## src/rtl/spi_port_pkg.sv

```systemverilog
package spi_port_pkg;
  localparam int HALF_W = 7;
  localparam logic [1:0] A_CTRL = 2'd0;
  localparam logic [1:0] A_STAT = 2'd1;
  localparam logic [1:0] A_DATA = 2'd2;

  typedef struct packed {
    logic [1:0] spare;
    logic [1:0] div;
    logic       ssel_n;
    logic       irq_en;
    logic       master;
    logic       en;
  } ctrl_t;

  // half SCK period in system clocks for divider code
  function automatic logic [HALF_W-1:0] half_period(input logic [1:0] code);
    case (code)
      2'd0:    half_period = 7'd2;
      2'd1:    half_period = 7'd8;
      2'd2:    half_period = 7'd32;
      default: half_period = 7'd64;
    endcase
  endfunction
endpackage

```

## src/rtl/spi_port_clkgen.sv

```systemverilog
module spi_port_clkgen #(
  parameter int CW = 7
) (
  input  logic          clk,
  input  logic          rst_n,
  input  logic          start,
  input  logic [CW-1:0] half,
  output logic          sck,
  output logic          run,
  output logic          rise,
  output logic          fall
);
  logic [CW-1:0] cnt;
  logic [3:0]    tgl;
  logic          tick;

  assign tick = run && (cnt == half - 1'b1);
  assign rise = tick & ~sck;
  assign fall = tick & sck;

  always_ff @(posedge clk or negedge rst_n) begin
    if (!rst_n) begin
      run <= 1'b0; sck <= 1'b0; cnt <= '0; tgl <= '0;
    end else if (start) begin
      run <= 1'b1; sck <= 1'b0; cnt <= '0; tgl <= '0;
    end else if (run) begin
      if (tick) begin
        cnt <= '0;
        sck <= ~sck;
        tgl <= tgl + 4'd1;
        if (tgl == 4'd15) run <= 1'b0;
      end else begin
        cnt <= cnt + 1'b1;
      end
    end
  end

  // generator always stops with SCK low
  p_stop_low_r3: assert property (@(posedge clk) disable iff (!rst_n)
    $fell(run) |-> !sck);
endmodule

```

## src/rtl/spi_port_sync.sv

```systemverilog
module spi_port_sync (
  input  logic clk,
  input  logic rst_n,
  input  logic sck_in,
  input  logic ss_n_in,
  input  logic mosi_in,
  output logic ss_n_s,
  output logic mosi_s,
  output logic sck_rise,
  output logic sck_fall,
  output logic ss_rise
);
  logic [2:0] sck_p, ss_p;
  logic [1:0] mo_p;

  always_ff @(posedge clk or negedge rst_n) begin
    if (!rst_n) begin
      sck_p <= '0; ss_p <= '1; mo_p <= '0;
    end else begin
      sck_p <= {sck_p[1:0], sck_in};
      ss_p  <= {ss_p[1:0], ss_n_in};
      mo_p  <= {mo_p[0], mosi_in};
    end
  end

  assign sck_rise = sck_p[1] & ~sck_p[2];
  assign sck_fall = ~sck_p[1] & sck_p[2];
  assign ss_rise  = ss_p[1] & ~ss_p[2];
  assign ss_n_s   = ss_p[1];
  assign mosi_s   = mo_p[1];
endmodule

```

## src/rtl/spi_port_shifter.sv

```systemverilog
module spi_port_shifter #(
  parameter int W = 8,
  localparam int BW = $clog2(W)
) (
  input  logic         clk,
  input  logic         rst_n,
  input  logic         load,
  input  logic [W-1:0] load_data,
  input  logic         cap,
  input  logic         adv,
  input  logic         din,
  input  logic         clr_cnt,
  output logic         dout,
  output logic [W-1:0] rx_byte,
  output logic         byte_done,
  output logic         mid
);
  logic [W-1:0]  tx_sr;
  logic [W-2:0]  rx_sr;
  logic [BW-1:0] bitcnt;

  assign dout      = tx_sr[W-1];
  assign rx_byte   = {rx_sr, din};
  assign mid       = (bitcnt != '0);
  assign byte_done = cap && (bitcnt == BW'(W-1));

  always_ff @(posedge clk or negedge rst_n) begin
    if (!rst_n) begin
      tx_sr <= '0; rx_sr <= '0; bitcnt <= '0;
    end else begin
      if (load)             tx_sr <= load_data;
      else if (adv && mid)  tx_sr <= {tx_sr[W-2:0], 1'b0};
      if (clr_cnt)          bitcnt <= '0;
      else if (cap)         bitcnt <= bitcnt + 1'b1;
      if (cap)              rx_sr <= rx_byte[W-2:0];
    end
  end

  // a clear request realigns the next byte to bit 7
  p_cnt_clear_r11: assert property (@(posedge clk) disable iff (!rst_n)
    clr_cnt |=> (bitcnt == '0));
endmodule

```

## src/rtl/spi_port.sv

```systemverilog
module spi_port
  import spi_port_pkg::*;
#(
  parameter int CW = HALF_W
) (
  input  logic       clk,
  input  logic       rst_n,
  input  logic [1:0] bus_addr,
  input  logic       bus_wr,
  input  logic       bus_rd,
  input  logic [7:0] bus_wdata,
  output logic [7:0] bus_rdata,
  output logic       irq,
  output logic       sck_out,
  output logic       mosi_out,
  input  logic       miso_in,
  output logic       ssel_n_out,
  input  logic       sck_in,
  input  logic       ss_n_in,
  input  logic       mosi_in,
  output logic       miso_out,
  output logic       miso_oe
);
  ctrl_t      ctrl;
  logic       flag, wcol, armed;
  logic [7:0] rx_buf, rx_byte;

  // named internal events
  logic data_wr, data_rd, stat_rd, clear_ev;
  logic mst_mode, slv_mode, busy, wr_accept, wr_collide, start;
  logic g_run, g_rise, g_fall, g_sck;
  logic ss_n_s, mosi_s, s_rise, s_fall, ss_rise;
  logic cap, adv, din, clr_cnt, sh_dout, byte_done, sh_mid;

  assign data_wr    = bus_wr && (bus_addr == A_DATA);
  assign data_rd    = bus_rd && (bus_addr == A_DATA);
  assign stat_rd    = bus_rd && (bus_addr == A_STAT);
  assign clear_ev   = armed && (data_wr || data_rd);
  assign mst_mode   = ctrl.en & ctrl.master;
  assign slv_mode   = ctrl.en & ~ctrl.master;
  assign busy       = mst_mode ? g_run : (slv_mode & sh_mid);
  assign wr_accept  = data_wr & ~busy;
  assign wr_collide = data_wr & busy;
  assign start      = wr_accept & mst_mode;

  spi_port_clkgen #(.CW(CW)) u_gen (
    .clk(clk), .rst_n(rst_n), .start(start),
    .half(CW'(half_period(ctrl.div))),
    .sck(g_sck), .run(g_run), .rise(g_rise), .fall(g_fall));

  spi_port_sync u_sync (
    .clk(clk), .rst_n(rst_n), .sck_in(sck_in), .ss_n_in(ss_n_in),
    .mosi_in(mosi_in), .ss_n_s(ss_n_s), .mosi_s(mosi_s),
    .sck_rise(s_rise), .sck_fall(s_fall), .ss_rise(ss_rise));

  assign cap     = mst_mode ? g_rise : (slv_mode & ~ss_n_s & s_rise);
  assign adv     = mst_mode ? g_fall : (slv_mode & ~ss_n_s & s_fall);
  assign din     = mst_mode ? miso_in : mosi_s;
  assign clr_cnt = ~ctrl.en | (slv_mode & ss_rise);

  spi_port_shifter #(.W(8)) u_sh (
    .clk(clk), .rst_n(rst_n), .load(wr_accept), .load_data(bus_wdata),
    .cap(cap), .adv(adv), .din(din), .clr_cnt(clr_cnt),
    .dout(sh_dout), .rx_byte(rx_byte), .byte_done(byte_done), .mid(sh_mid));

  always_ff @(posedge clk or negedge rst_n) begin
    if (!rst_n) begin
      ctrl   <= ctrl_t'(8'h08);
      flag   <= 1'b0;
      wcol   <= 1'b0;
      armed  <= 1'b0;
      rx_buf <= '0;
    end else begin
      if (bus_wr && bus_addr == A_CTRL) ctrl <= ctrl_t'(bus_wdata);
      if (byte_done)     flag <= 1'b1;
      else if (clear_ev) flag <= 1'b0;
      if (wr_collide)    wcol <= 1'b1;
      else if (clear_ev) wcol <= 1'b0;
      if (stat_rd && (flag || wcol)) armed <= 1'b1;
      else if (clear_ev)             armed <= 1'b0;
      if (byte_done) rx_buf <= rx_byte;
    end
  end

  always_comb begin
    case (bus_addr)
      A_CTRL:  bus_rdata = ctrl;
      A_STAT:  bus_rdata = {flag, wcol, 6'b0};
      A_DATA:  bus_rdata = rx_buf;
      default: bus_rdata = 8'h00;
    endcase
  end

  assign irq        = flag & ctrl.irq_en;
  assign sck_out    = g_sck;
  assign mosi_out   = mst_mode & sh_dout;
  assign miso_out   = sh_dout;
  assign miso_oe    = slv_mode & ~ss_n_s;
  assign ssel_n_out = ctrl.ssel_n;

  // a completed byte raises the done flag
  p_done_flag_r4: assert property (@(posedge clk) disable iff (!rst_n)
    byte_done |=> flag);
  // a data write during a transfer records a collision
  p_collide_r6: assert property (@(posedge clk) disable iff (!rst_n)
    wr_collide |=> wcol);
  // a deselected slave never completes a byte
  p_slave_idle_r8: assert property (@(posedge clk) disable iff (!rst_n)
    (slv_mode && ss_n_s) |-> !byte_done);
  // receive buffer only changes on byte completion
  p_rxbuf_hold_r10: assert property (@(posedge clk) disable iff (!rst_n)
    !byte_done |=> $stable(rx_buf));
endmodule

```

## config.mk

```make
export PLATFORM = sky130hd
export DESIGN_NAME = spi_port
export DESIGN_NICKNAME = d
export VERILOG_FILES = /design/src/rtl/spi_port_pkg.sv /design/src/rtl/spi_port_clkgen.sv /design/src/rtl/spi_port_sync.sv /design/src/rtl/spi_port_shifter.sv /design/src/rtl/spi_port.sv
export SDC_FILE = /design/constraint.sdc
export NUM_CORES = 1
export LEC_CHECK = 0
export ABC_AREA = 1
export BUFFER_PORTS_ARGS = -buffer_cell sky130_fd_sc_hd__buf_2
export CAP_MARGIN = 0
export CORE_MARGIN = 3
export CORE_UTILIZATION = 30
export CTS_BUF_LIST = sky130_fd_sc_hd__clkbuf_8
export DETAILED_ROUTE_END_ITERATION = 12
export PLACE_DENSITY_LB_ADDON = 0.2
export RECOVER_POWER = 100
export SYNTH_ARGS = -nofsm -noshare
export SYNTH_HDL_FRONTEND = slang
export SYNTH_SLANG_ARGS = --single-unit
export TNS_END_PERCENT = 20
```

## constraint.sdc

```tcl
create_clock -name clk -period 3.6 [get_ports clk]
set_input_delay 0.72 -clock clk [delete_from_list [all_inputs] [get_ports clk]]
set_output_delay 0.72 -clock clk [all_outputs]
set_load 0.05 [all_outputs]
```

==> flow_summary.json <==
{
  "async_flop_share_pct": 100,
  "drt_iter0_drc": 68,
  "wire_per_inst_um": 12.8,
  "drc": 0,
  "grt_first_pass_wirelength_um": 11100,
  "coreArea_mm2": 0.00898,
  "final-max-slew-violation-count": 41,
  "seq_area_frac_synth_pct": 51.0,
  "slew_headroom_pct": -46.8,
  "ys_top_cells_by_count": "nand2_1 (103), dfrtp_1 (54), nand3_1 (41)",
  "synth.top_cells.by_area": "dfrtp_1 (47%), nand2_1 (14%), nand3_1 (7.2%)",
  "ys.flop_type": "dfrtp_1",
  "cp-end-kind": "register",
  "synthesis.area_mm2": 0.00286,
  "grt_max_degree": 41,
  "critPathArrivalTime_ns": 3.07,
  "critPathMostFrequentCell": "nand2_1",
  "setup_viol": 0,
  "critical_path_buf_inv_count": 2,
  "power_frac_seq_pct": 43.4,
  "power.leakage_uw": 0.00169,
  "ant_nets": 0,
  "met1_usage_pct": 17.4,
  "finalCritPeriodShare_pct": 79.2,
  "die_h_um": 104,
  "antennaDiodeCount": 0,
  "post_cts_buffers": 0,
  "drv_cap": 1,
  "grt_usage_pct": 12.8,
  "place_congestion": 0.798,
  "path_clk_slew_ns": 0.07,
  "antenna_found_initial": 0,
  "violations": "capacitance limit, slew limit",
  "use_met2_pct": 19.4,
  "fin_worst_skew_ns": 0.0109,
  "grt_pass1_vias": 2283,
  "dp.cells": 496,
  "p_clk_share_pct": 30.7,
  "fmax_mhz": 351,
  "cp_slowest_cell": "nand4_1",
  "clock-sinks": 58,
  "drt-pass1-iter-count": 4,
  "cp.required_ns": 3.82,
  "power_switching_uw": 787,
  "busiest_layer": "met2",
  "cts_max_level": 3,
  "numPortBuffers": 31,
  "tritoncts": "yes",
  "synth_fp_nets": 370,
  "power-per-cell-area_mw_per_mm2": 670,
  "drive_gt1_share_pct": 11.9,
  "yosysUniqueCellTypes": 33,
  "synth_cells": 346,
  "worst_pin_slew_ns": 2.20,
  "status": "finished with violations",
  "dp_hpwl_um": 4790,
  "die_w_um": 104,
  "hold_violations": 0,
  "synth.most_common_cell": "nand2_1",
  "crit_path_max_incr_delay_ns": 0.53,
  "start_util_pct": 31.8,
  "num_vias": 2292,
  "start_kind": "register",
  "nNetsFinal": 405,
  "hp-class": "register to register",
  "yosys_register_bits": 58,
  "cts_buffer_depth": 2,
  "peakVddDrop_mv": 0.218,
  "post_cts_resized": 0,
  "rsz0062_at_grt": "no",
  "synth_top_area_cell": "dfrtp_1",
  "synth_top_area_share_pct": 47.3,
  "grt_overflow": 0,
  "io_pins": 32,
  "path_max_fanout": 19,
  "combinationalPowerShare_pct": 25.9,
  "synth_warnings": 0,
  "cts-root-buf": "clkbuf_8",
  "finalNonFillerCells": 512,
  "sw_frac_of_total_pct": 35.6,
  "tns_ns": 0,
  "cell_internal_pwr_uw": 1420,
  "criticalPathCategory": "register to register",
  "synth_edf_count": 0,
  "viasPerCell": 4.48,
  "clock_latency_ns": 0.33,
  "cp_cell_sequence": "inv_1 -> nand2_1 -> ha_1 -> nand2_1 -> inv_1 -> nor2_1 -> nand2_1 -> nor2_1 -> nand4_1 -> nand2_4 -> nand2_2 -> nand2_1 -> nand2_1",
  "synth_area_per_cell_um2": 8.25,
  "die-area_mm2": 0.0107,
  "postCtsHoldBufs": 0,
  "min_period_ns": 2.85,
  "cts_made_buffers": 9,
  "grt_util_met3_pct": 3.05,
  "crit_family": "simple AND/OR/NAND/NOR gates",
  "routed_wl_um": 6540,
  "num-fill-cells": 940,
  "fp-row-count": 34,
  "syn2layout_area_growth_pct": 15.6
}
routing by layer:
metal	wire length [um]	share of wire, %
met1	3230	49
met2	2990	46
met3	238	3.6
met4	83	1.3
met5	0	0
metrics by stage:
stage               hold WS (ns)  setup WS, ns  area [um2]  utilization [%]  power [uW]
floorplan                  0.331         0.715        2860                -        1410
global placement           0.334          1.05        3130             34.9        1550
CTS                        0.351          1.06        3360             37.4        2270
finish                     0.350         0.748        3300             36.8        2210
detailed placement         0.335          1.06        3130             34.9        1570
global route               0.371         0.490        3300             36.8        2380
path summary, 6_finish.rpt:
| check | start | to | slack, ns | cells after the start |
|---|---|---|---|---|
| max in group asynchronous | rst_n | ssel_n_out$_DFFE_PN1P_ | 1.22 | 2 |
| worst min register to register | u_sync.sck_p[0]$_DFF_PN0_ | u_sync.sck_p[1]$_DFF_PN0_ | 0.35 | 0 |
| worst min-delay path | u_sync.sck_p[0]$_DFF_PN0_ | u_sync.sck_p[1]$_DFF_PN0_ | 0.35 | 0 |
| worst max-delay path | ctrl[5]$_DFFE_PN0P_ | rx_buf[6]$_DFFE_PN0P_ | 0.75 | 13 |
| worst max register to register | ctrl[5]$_DFFE_PN0P_ | rx_buf[6]$_DFFE_PN0P_ | 0.75 | 13 |
| min in group asynchronous | rst_n | u_gen.tgl[3]$_DFFE_PN0P_ | 1.03 | 1 |
logic make-up after synthesis:
kind of cell,Yosys count,synth area share [%]
AND/OR/NAND/NOR,187,29.2
flip-flops,58,51.0
buffers and inverters,50,7.27
AO/OA/AOI/OAI,38,7.76
XOR/XNOR,7,2.15
adder cells (fa/ha/maj),6,2.63
cells in the final DEF, fill, tap and decap left out, types with 2 or more instances in the layout:
master,Yosys,layout
a21boi_0,1,2
o21ai_0,25,26
dfstp_2,4,3
ha_1,6,6
nand4_1,4,5
clkinv_4,0,2
a21oi_1,3,3
dfrtp_1,54,54
inv_2,5,4
clkbuf_8,0,10
a22o_1,2,2
bufinv_16,0,2
nor3_1,3,3
buf_2,4,15
nand2_2,9,4
nand2_1,103,108
nor2_1,20,21
clkbuf_1,3,18
inv_1,36,37
nand3_1,41,42
xor2_1,6,6
state kept, by name, summed over array words and instances, names as in the netlist, 2 cells and up:
name,count
u_sh.rx_sr,7
u_sync.ss_p,3
u_gen.cnt,7
u_sh.tx_sr,8
u_sync.mo_p,2
u_sync.sck_p,3
rx_buf,8
ctrl,7
u_sh.bitcnt,3
u_gen.tgl,4
final cells by class:
type,instances,area [um2],area share (%)
multi-input combinational,238,1160,35.2
inverter,41,154,4.66
tap,126,158,4.78
sequential,58,1460,44.1
timing repair buffer,33,143,4.32
clock inverter,6,90.1,2.73
clock buffer,10,138,4.17
power groups by stage:
stage / sequential, uW / clock [uW] / combinational (uW)
2_1_floorplan: 971 / 0 / 436
3_3_place_gp: 968 / 0 / 586
3_5_place_dp: 973 / 0 / 600
4_1_cts: 961 / 701 / 605
5_1_grt: 988 / 724 / 664
6_report: 959 / 679 / 573
No activity file was read; power rests on OpenSTA's default activity.
